## config.mk

```make
export PLATFORM = sky130hd
export DESIGN_NAME = ea_gen
export DESIGN_NICKNAME = d
export VERILOG_FILES = /design/src/rtl/ea_pkg.sv /design/src/rtl/ea_index.sv /design/src/rtl/ea_calc.sv /design/src/rtl/ea_ctrl.sv /design/src/rtl/ea_gen.sv
export SDC_FILE = /design/constraint.sdc
export NUM_CORES = 1
export LEC_CHECK = 0
export BUFFER_PORTS_ARGS = -buffer_cell sky130_fd_sc_hd__buf_2
export CORE_MARGIN = 2
export CORE_UTILIZATION = 35
export CTS_BUF_LIST = sky130_fd_sc_hd__clkbuf_8
export CTS_CLUSTER_SIZE = 10
export DETAILED_ROUTE_END_ITERATION = 12
export HOLD_SLACK_MARGIN = 0.12
export PLACE_DENSITY = 0.56
export SLEW_MARGIN = 10
export SYNTH_ARGS = -nofsm -noshare
export SYNTH_HDL_FRONTEND = slang
export SYNTH_SLANG_ARGS = --single-unit
```

## constraint.sdc

```tcl
create_clock -name clk -period 7.22 [get_ports clk]
set_clock_uncertainty 0.15 [all_clocks]
set_input_delay 0.361 -clock clk [delete_from_list [all_inputs] [get_ports clk]]
set_output_delay 0.361 -clock clk [all_outputs]
set_load 0.02 [all_outputs]
```

## src/rtl/ea_pkg.sv

```systemverilog
package ea_pkg;

    localparam int WORD_W  = 32;
    localparam int FIELD_W = 20;
    localparam int MODE_W  = 3;

    typedef enum logic [MODE_W-1:0] {
        MD_DIRECT   = 3'b000,
        MD_INDIRECT = 3'b001,
        MD_INDEXED  = 3'b010,
        MD_RELATIVE = 3'b011,
        MD_IMMED    = 3'b100
    } mode_e;

    typedef enum logic [1:0] {
        IX_HOLD = 2'b00,
        IX_LOAD = 2'b01,
        IX_STEP = 2'b10
    } idx_cmd_e;

    typedef enum logic [1:0] {
        ST_IDLE,
        ST_READ_REQ,
        ST_WAIT_DATA,
        ST_OUT
    } ctrl_state_e;

    function automatic logic mode_is_legal(input logic [MODE_W-1:0] code);
        return code <= MD_IMMED;
    endfunction

endpackage

```

## src/rtl/ea_index.sv

```systemverilog
module ea_index #(
    parameter int WORD_W = ea_pkg::WORD_W
) (
    input  logic              clk,
    input  logic              rst,
    input  logic [1:0]        cmd,
    input  logic [WORD_W-1:0] wdata,
    output logic [WORD_W-1:0] value,
    output logic              negative
);
    import ea_pkg::*;

    logic [WORD_W-1:0] reg_q;
    idx_cmd_e          cmd_e;

    assign cmd_e = idx_cmd_e'(cmd);

    always_ff @(posedge clk) begin
        if (rst) begin
            reg_q <= '0;
        end else begin
            case (cmd_e)
                IX_LOAD: reg_q <= wdata;
                IX_STEP: reg_q <= reg_q - wdata;
                default: reg_q <= reg_q;
            endcase
        end
    end

    assign value    = reg_q;
    assign negative = $signed(reg_q) < 0;

endmodule

```

## src/rtl/ea_calc.sv

```systemverilog
module ea_calc #(
    parameter int WORD_W  = ea_pkg::WORD_W,
    parameter int FIELD_W = ea_pkg::FIELD_W
) (
    input  logic [ea_pkg::MODE_W-1:0] mode,
    input  logic [FIELD_W-1:0]        field,
    input  logic [WORD_W-1:0]         pc,
    input  logic [WORD_W-1:0]         idx,
    output logic [WORD_W-1:0]         value,
    output logic                      is_operand,
    output logic                      legal,
    output logic                      needs_mem
);
    import ea_pkg::*;

    localparam int EXT_W = WORD_W - FIELD_W;

    logic [WORD_W-1:0]  field_zx;
    logic [WORD_W-1:0]  field_sx;
    logic [FIELD_W-1:0] idx_sum;
    logic [WORD_W-1:0]  rel_sum;
    mode_e              mode_q;

    assign mode_q   = mode_e'(mode);
    assign field_zx = {{EXT_W{1'b0}}, field};
    assign field_sx = {{EXT_W{field[FIELD_W-1]}}, field};
    assign idx_sum  = field + idx[FIELD_W-1:0];
    assign rel_sum  = pc + WORD_W'(1) + field_sx;
    assign legal    = mode_is_legal(mode);

    always_comb begin
        value      = field_zx;
        is_operand = 1'b0;
        needs_mem  = 1'b0;
        case (mode_q)
            MD_DIRECT:   value = field_zx;
            MD_INDIRECT: needs_mem = 1'b1;
            MD_INDEXED:  value = {{EXT_W{1'b0}}, idx_sum};
            MD_RELATIVE: value = rel_sum;
            MD_IMMED:    is_operand = 1'b1;
            default:     value = field_zx;
        endcase
    end

endmodule

```

## src/rtl/ea_ctrl.sv

```systemverilog
module ea_ctrl #(
    parameter int WORD_W  = ea_pkg::WORD_W,
    parameter int FIELD_W = ea_pkg::FIELD_W
) (
    input  logic               clk,
    input  logic               rst,
    input  logic               in_fire,
    input  logic               legal,
    input  logic               needs_mem,
    input  logic [WORD_W-1:0]  calc_value,
    input  logic               calc_is_operand,
    input  logic [FIELD_W-1:0] field,
    output logic               mem_req_valid,
    input  logic               mem_req_ready,
    output logic [WORD_W-1:0]  mem_req_addr,
    input  logic               mem_rsp_valid,
    input  logic [WORD_W-1:0]  mem_rsp_data,
    output logic               out_valid,
    input  logic               out_ready,
    output logic [WORD_W-1:0]  out_data,
    output logic               out_is_operand,
    output logic               illegal,
    output logic               in_ready,
    output logic               busy
);
    import ea_pkg::*;

    ctrl_state_e       state_q;
    logic [WORD_W-1:0] data_q;
    logic [WORD_W-1:0] addr_q;
    logic              isop_q;
    logic              illegal_q;

    always_ff @(posedge clk) begin
        if (rst) begin
            state_q   <= ST_IDLE;
            data_q    <= '0;
            addr_q    <= '0;
            isop_q    <= 1'b0;
            illegal_q <= 1'b0;
        end else begin
            illegal_q <= 1'b0;
            case (state_q)
                ST_IDLE: begin
                    if (in_fire) begin
                        if (!legal) begin
                            illegal_q <= 1'b1;
                        end else if (needs_mem) begin
                            addr_q  <= {{(WORD_W-FIELD_W){1'b0}}, field};
                            state_q <= ST_READ_REQ;
                        end else begin
                            data_q  <= calc_value;
                            isop_q  <= calc_is_operand;
                            state_q <= ST_OUT;
                        end
                    end
                end
                ST_READ_REQ: begin
                    if (mem_req_ready) state_q <= ST_WAIT_DATA;
                end
                ST_WAIT_DATA: begin
                    if (mem_rsp_valid) begin
                        data_q  <= mem_rsp_data;
                        isop_q  <= 1'b0;
                        state_q <= ST_OUT;
                    end
                end
                ST_OUT: begin
                    if (out_ready) state_q <= ST_IDLE;
                end
                default: state_q <= ST_IDLE;
            endcase
        end
    end

    assign in_ready       = state_q == ST_IDLE;
    assign busy           = state_q != ST_IDLE;
    assign mem_req_valid  = state_q == ST_READ_REQ;
    assign mem_req_addr   = addr_q;
    assign out_valid      = state_q == ST_OUT;
    assign out_data       = data_q;
    assign out_is_operand = isop_q;
    assign illegal        = illegal_q;

endmodule

```

## src/rtl/ea_gen.sv

```systemverilog
module ea_gen #(
    parameter int WORD_W  = ea_pkg::WORD_W,
    parameter int FIELD_W = ea_pkg::FIELD_W
) (
    input  logic              clk,
    input  logic              rst,
    input  logic              in_valid,
    output logic              in_ready,
    input  logic [WORD_W-1:0] in_instr,
    input  logic [WORD_W-1:0] in_pc,
    input  logic [1:0]        idx_op,
    input  logic [WORD_W-1:0] idx_wdata,
    output logic [WORD_W-1:0] idx_value,
    output logic              idx_neg,
    output logic              mem_req_valid,
    input  logic              mem_req_ready,
    output logic [WORD_W-1:0] mem_req_addr,
    input  logic              mem_rsp_valid,
    input  logic [WORD_W-1:0] mem_rsp_data,
    output logic              out_valid,
    input  logic              out_ready,
    output logic [WORD_W-1:0] out_data,
    output logic              out_is_operand,
    output logic              illegal,
    output logic              busy
);
    import ea_pkg::*;

    localparam int MODE_LSB = FIELD_W;
    localparam int MODE_MSB = FIELD_W + MODE_W - 1;

    logic [FIELD_W-1:0] field;
    logic [MODE_W-1:0]  mode;
    logic               in_fire;
    logic [WORD_W-1:0]  calc_value;
    logic               calc_is_operand;
    logic               legal;
    logic               needs_mem;

    assign field   = in_instr[FIELD_W-1:0];
    assign mode    = in_instr[MODE_MSB:MODE_LSB];
    assign in_fire = in_valid && in_ready;

    ea_index #(.WORD_W(WORD_W)) i_index (
        .clk      (clk),
        .rst      (rst),
        .cmd      (idx_op),
        .wdata    (idx_wdata),
        .value    (idx_value),
        .negative (idx_neg)
    );

    ea_calc #(.WORD_W(WORD_W), .FIELD_W(FIELD_W)) i_calc (
        .mode       (mode),
        .field      (field),
        .pc         (in_pc),
        .idx        (idx_value),
        .value      (calc_value),
        .is_operand (calc_is_operand),
        .legal      (legal),
        .needs_mem  (needs_mem)
    );

    ea_ctrl #(.WORD_W(WORD_W), .FIELD_W(FIELD_W)) i_ctrl (
        .clk             (clk),
        .rst             (rst),
        .in_fire         (in_fire),
        .legal           (legal),
        .needs_mem       (needs_mem),
        .calc_value      (calc_value),
        .calc_is_operand (calc_is_operand),
        .field           (field),
        .mem_req_valid   (mem_req_valid),
        .mem_req_ready   (mem_req_ready),
        .mem_req_addr    (mem_req_addr),
        .mem_rsp_valid   (mem_rsp_valid),
        .mem_rsp_data    (mem_rsp_data),
        .out_valid       (out_valid),
        .out_ready       (out_ready),
        .out_data        (out_data),
        .out_is_operand  (out_is_operand),
        .illegal         (illegal),
        .in_ready        (in_ready),
        .busy            (busy)
    );

endmodule

```

## After elaboration in Yosys (flattened, before gate mapping)

Index checks and enable logic that the tools add are counted.

- Add/sub/neg operators: 4
- Order comparisons: 2
- Eq/ne operators: 15
- Mux-type cells: 22
- Bitwise operators: 2
- Reduce and logical (&&, ||, !) cells: 9

Operator list:

| operator | count |
|---|---|
| 32-bit one-hot mux with 2 select lines | 3 |
| 32-bit 2-to-1 mux | 4 |
| 32-bit by 1-bit adder with 32-bit output, second input constant | 1 |
| 32-bit adder | 1 |
| 32-bit by 1-bit less-than comparator with 1-bit output, second input constant | 1 |
| 32-bit subtractor | 1 |
| 20-bit adder | 1 |
| 2-bit 2-to-1 mux | 6 |
| 5-bit AND reduction | 2 |
| 2-bit by 1-bit inequality test with 1-bit output, second input constant | 4 |
| 2-bit one-hot mux with 4 select lines | 1 |
| 1-bit 2-to-1 mux | 7 |
| 2-bit equality test, second input constant | 3 |
| 3-bit by 2-bit equality test with 1-bit output, second input constant | 2 |
| 2-bit nonzero test | 3 |
| 2-bit by 1-bit equality test with 1-bit output, second input constant | 2 |
| 2-bit inequality test, second input constant | 2 |
| 4-bit AND reduction | 1 |
| 3-bit by 1-bit equality test with 1-bit output, second input constant | 1 |
| 3-bit equality test, second input constant | 1 |
| 3-bit less-or-equal comparator, second input constant | 1 |
| 3-bit OR reduction | 1 |
| 2-bit zero test | 1 |
| 1-bit inverter | 2 |
| other kinds (2) | 2 |

- Flip-flop bits (word level): 88
- Input bits: 136
- Output and inout port bits: 103
- Word-level logic and storage cells: 60

## Logic depth before layout (Yosys ltp)

- Word-level depth: 7
- Mapped depth: 13
- Depth with buffers taken out: 13

## Hierarchy

From an unflattened synthesis, not the netlist that was laid out.

- Cell total of the unflattened synthesis: 1,190
- Area total of the unflattened synthesis: 9,007.4 um^2

By module, submodules not included:

| module | instances | cells an instance | area an instance (um^2) | seq. area each (um^2) |
|---|---|---|---|---|
| ea_index | 1 | 442 | 3,243.1 | 640.6 |
| ea_calc | 1 | 437 | 2,936.6 | 0.0 |
| ea_ctrl | 1 | 310 | 2,821.5 | 1,121.1 |
| ea_gen | 1 | 1 | 6.3 | 0.0 |

## Worst setup path before layout

OpenSTA, ideal clock, no wires.

- Kind: reg-to-reg
- From: register i_index.reg_q[0] (netlist: i_index.value[0])
- To: register i_index.reg_q[16] (netlist: i_index.value[16])
- Library setup time: 86 ps
- Data arrival time: 3,058 ps
- Data required time: 6,984 ps
- Slack: 3,926 ps
- Stages on the path, launching flop included: 14
- Buffers on the path: 0
- Clock period less this slack: 3,294 ps
- Cells stage by stage: dfxtp_1 inv_1 ha_1 inv_1 fa_1 a21oi_2 o21ai_1 a2111o_1 a311o_1 or3_1 a31oi_2 xnor2_1 mux2i_1 a211oi_1

- Longest elaborated chain between the ends: 2

Ends and longest elaborated chain:

| element | RTL line | RTL |
|---|---|---|
| start: declaration | ea_index.sv:13 | `logic [WORD_W-1:0] reg_q;` |
| start signal: assignment | ea_index.sv:23 | `IX_LOAD: reg_q <= wdata;` |
| start signal: assignment | ea_index.sv:24 | `IX_STEP: reg_q <= reg_q - wdata;` |
| start signal: assignment | ea_index.sv:25 | `default: reg_q <= reg_q;` |
| 32-bit subtractor | ea_index.sv:24 |  |
| 32-bit one-hot mux with 2 select lines | ea_index.sv:22 | `case (cmd_e)` |

Every way passes these cells.
A chain may end at the register's enable or synchronous reset.

## Final worst setup path

- From: input in_instr[0]
- To: register i_ctrl.data_q[30] (netlist: i_ctrl.out_data[30])

- Longest elaborated chain between the ends: 6

Ends and longest elaborated chain:

| element | RTL line | RTL |
|---|---|---|
| start: declaration | ea_gen.sv:9 | `input logic [WORD_W-1:0] in_instr,` |
| 32-bit adder | ea_calc.sv:28 | `assign rel_sum = pc + WORD_W'(1) + field_sx;` |
| 32-bit one-hot mux with 2 select lines | ea_calc.sv:35 | `case (mode_q)` |
| 32-bit 2-to-1 mux | ea_ctrl.sv:48 | `end else if (needs_mem) begin` |
| 32-bit 2-to-1 mux | ea_ctrl.sv:46 | `if (!legal) begin` |
| 32-bit 2-to-1 mux | ea_ctrl.sv:45 | `if (in_fire) begin` |
| 32-bit one-hot mux with 2 select lines | ea_ctrl.sv:43 | `case (state_q)` |
| end signal: assignment | ea_ctrl.sv:52 | `data_q <= calc_value;` |
| end signal: assignment | ea_ctrl.sv:63 | `data_q <= mem_rsp_data;` |
| end: declaration | ea_ctrl.sv:29 | `logic [WORD_W-1:0] data_q;` |

Every way passes these cells. The select of a mux whose other input is x is not followed.

==> impl_metrics.csv <==
group,metric,value,unit
clock_network,cts.root.buffer_cell,"clkbuf_8",
sta,report.final.setup_viol,0,
sta,worst_pin_slew,1.02,ns
clock_network,clock_insertion_delay_worst_skew,0.39,ns
worst_setup_path,worstSetupStartpointType,"input port",
floorplanning,num_io_pins,239,
sta,rsz_0062_raised_after_global_routing,"false",
clock_network,tritoncts_num_sinks,88,
detailed_routing,vias,8835,
logic_synthesis,synth.yosys.seq_area_share,21.3,%
logic_synthesis,synthTopCellsByArea,"dfxtp_1 (21%), ha_1 (13%), a21oi_1 (7.5%), nand2_1 (5.6%), nor2_1 (5.1%)",
floorplanning,fp.dieH,158,um
hold_path,holdCritPathClass,"input port to register",
detailed_routing,antenna_left,0,
floorplanning,initial_utilization,35.5,%
power_and_ir_drop,switching_power,0.00104,W
global_routing,grtUsageMet1,29.3,%
worst_setup_path,path_class,"input port to register",
cells_and_area,n_fill_cell,2506,
power_and_ir_drop,internal_power,0.00119,W
cells_and_area,area_growth_synth_to_finish,21.1,%
placed_design,io_buffers,217,
placed_design,pre_cts_slack,3.53,ns
floorplanning,die_w,158,um
detailed_routing,route.detailed.wl_per_inst,17.3,um
cells_and_area,final_stage_net_count,1567,
logic_synthesis,syn_avg_cell_area,7.29,um2
power_and_ir_drop,power_density,222,mW/mm2
worst_setup_path,maximum_net_fanout_on_the_critical_path,5,
global_routing,wire_length_of_the_first_global_routing_pass,44.0,mm
global_routing,grt_pass1_vias,8307,
floorplanning,placeableCoreArea,0.0233,mm2
global_routing,number_of_antenna_violations_at_the_first_check_in_global_routing,1,
logic_synthesis,netlist_cell_types,67,
power_and_ir_drop,share_seq_of_total_power,28.5,%
placed_design,routabilityCongestion,0.907,
logic_synthesis,synth-seq-cells,88,
power_and_ir_drop,p_leak,4.73,nW
sta,finalHoldViolCount,0,
cells_and_area,ff_latch_area,0.00176,mm2
job,drv.max_cap_violation_count,0,
sta,finalSetupTns,0,ns
global_routing,grtUsageTotal,22.6,%
clock_network,cts_post_setup_buffers_inserted,0,
logic_synthesis,yosysWarnings,0,
global_routing,grt_max_degree,58,
logic_synthesis,post_synth_edffs,0,
sta,max_freq,258,MHz
power_and_ir_drop,power.combinational.fraction,54.6,%
worst_setup_path,arrival,4.01,ns
detailed_routing,drc,0,
clock_network,h_tree_level_count,3,
logic_synthesis,async_flop_share,0,%
power_and_ir_drop,ir_drop,124,uV
sta,timing.hold.ws,0.133,ns
detailed_routing,first_pass_iters,5,
sta,final.period_utilization,53.6,%
global_routing,gr-usage-met2,37.7,%
logic_synthesis,yosys.area.top_type_share,21.3,%
placed_design,hpwl,22.2,mm
status,run_status,"complete, no violations",
floorplanning,fp-row-count,56,
cells_and_area,multiInputGateArea,0.00603,mm2
sta,fin_crit,3.87,ns
worst_setup_path,setup.worst_path.end_class,"register",
power_and_ir_drop,clockPowerShare,16.9,%
global_routing,global_route_layer_with_the_greatest_usage,"met2",
sta,max_slew_margin,31.8,%
worst_setup_path,critical_path.cell_chain,"dlygate4sd3_1 -> buf_2 -> inv_1 -> ha_1 -> inv_1 -> fa_1 -> and2_1 -> o21ai_0 -> a21boi_0 -> a21bo_2 -> a21oi_1 -> o211ai_1 -> a21oi_1 -> nor4_1 -> or3_1",
detailed_routing,final_routed_wirelength,28.8,mm
logic_synthesis,netlist.top_cell.by_area,"dfxtp_1",
logic_synthesis,postSynth.topFlopCell,"dfxtp_1",
clock_network,post_cts_hold_buffer_count,24,
floorplanning,area_enclosed_by_the_die_boundary,0.0249,mm2
global_routing,global_route_met3_utilization,4.41,%
worst_setup_path,cpPeakStageDelay,0.56,ns
sta,worst_slack,3.35,ns
clock_network,clkTransAtPathRegs,0.11,ns
worst_setup_path,timing.critical_path.required,7.36,ns
power_and_ir_drop,power.share.switching,46.8,%
detailed_routing,detail_route.vias_per_cell,5.30,
sta,timing.final.max_slew_violations,0,
cells_and_area,layout-drive-gt1-share,19.2,%
clock_network,cts-buffers-inserted,9,
clock_network,cts_resized,0,
logic_synthesis,synthCells,1136,
global_routing,gr-total-overflow,0,
worst_setup_path,crit_path_top_delay_cell,"dlygate4sd3_1",
detailed_routing,drt_first_iter_violations,530,
clock_network,tritoncts,"done",
logic_synthesis,mappedNetlistArea,0.00829,mm2
clock_network,clockBufferDepth,2,
power by group through the flow:
stage	logic, W	registers [W]	clock network (W)
CTS	0.00122	0.000636	0.000391
global placement	0.00120	0.000647	0
detailed placement	0.00120	0.000647	0
floorplan	0.000758	0.000735	0
global route	0.00136	0.000648	0.000411
finish	0.00122	0.000636	0.000377
routing by layer:
metal	share of wire, %	vias up
li1	-	4495
met1	45	4067
met3	6.4	31
met4	2.7	0
met2	45	242
met5	0	-
synth_stat cells (5+ instances only):
master and number:
o21a_1 9, ha_1 86, o21bai_1 10, nand2b_1 14, or3_1 14, clkbuf_1 46
nor2_1 112, inv_1 65, a2111oi_0 5, nand4_1 6, o21ai_0 70, nand2_1 123
o211ai_1 17, a21o_1 31, a221oi_1 11, xor2_1 29, nand3_1 16, nor3_1 32
a21oi_1 124, xnor2_1 40, buf_1 6, dfxtp_1 88, a31oi_1 11, buf_4 13
nor2b_1 10, a211oi_1 46, and3_1 9, mux2i_1 11
critical path, delay by kind of cell:
kind                     cells  cell delay, ns
AO/OA/AOI/OAI                6            1.66
adder cells (fa/ha/maj)      2            0.55
buffers and inverters        4            0.86
AND/OR/NAND/NOR              3            0.57
logic make-up (layout without fill, tap and decap cells):
kind of cell / count (synthesis) / count (layout) / share of synthesized area (%)
simple gates: 356 / 356 / 19.3
buf+inv: 131 / 331 / 6.52
mux: 13 / 13 / 1.60
flops: 88 / 88 / 21.3
compound gates: 389 / 389 / 30.3
fa+ha+maj: 89 / 89 / 13.7
other cells: 1 / 13 / 0.0453
xor+xnor: 69 / 69 / 7.29
registers in the layout (all words and copies together) (netlist names):
register and flops:
i_ctrl.out_data 32, i_ctrl.state_q 2, i_ctrl.out_is_operand 1, i_ctrl.mem_req_addr 20
i_index.value 32, i_ctrl.illegal 1
stage by stage:
stage | total power, W | util [%] | instances | instance area [um2]
3_3_place_gp | 0.00184 | 41.0 | 1624 | 9570
3_5_place_dp | 0.00185 | 41.0 | 1624 | 9570
4_1_cts | 0.00224 | 42.9 | 1664 | 10000
2_1_floorplan | 0.00149 | - | 1147 | 8330
6_report | 0.00223 | 43.0 | 1667 | 10000
5_1_grt | 0.00242 | 43.0 | 1666 | 10000
path summary, 6_finish.rpt:
check / startpoint / end / slack (ns) / cells after the start
setup / recovery: in_instr[0] / i_ctrl.out_data[30] / 3.35 / 15
hold / removal: mem_rsp_data[17] / i_ctrl.out_data[17] / 0.13 / 3
setup reg to reg: i_ctrl.state_q[0] / i_ctrl.out_data[16] / 3.53 / 9
hold reg to reg: i_ctrl.mem_req_addr[14] / i_ctrl.mem_req_addr[14] / 0.31 / 2
final cells by class:
cell class	count	area share, %
multi-input combinational	928	60.1
sequential	88	17.6
timing repair buffer	249	13.9
tap	319	3.98
inverter	66	2.47
clock buffer	9	1.23
clock inverter	7	0.761
antenna	1	0.0249
cell usage in the layout, fill, tap and decap left out, drive strengths merged, types with 5 or more instances in the layout:
master,n
nand2,123
dfxtp,88
a2111oi,5
xnor2,40
buf,223
xor2,29
o21a,9
nand3,16
a31oi,12
nor3,33
nand2b,14
nand4,6
o21ai,74
or3,14
a21o,31
and3,9
o211ai,17
a21oi,125
a211oi,46
ha,86
nor2b,10
clkbuf,9
conb,12
nor2,112
a221oi,11
inv,69
o21bai,10
dlygate4sd3,26
mux2i,11
Power figures use the tool's default switching activity.
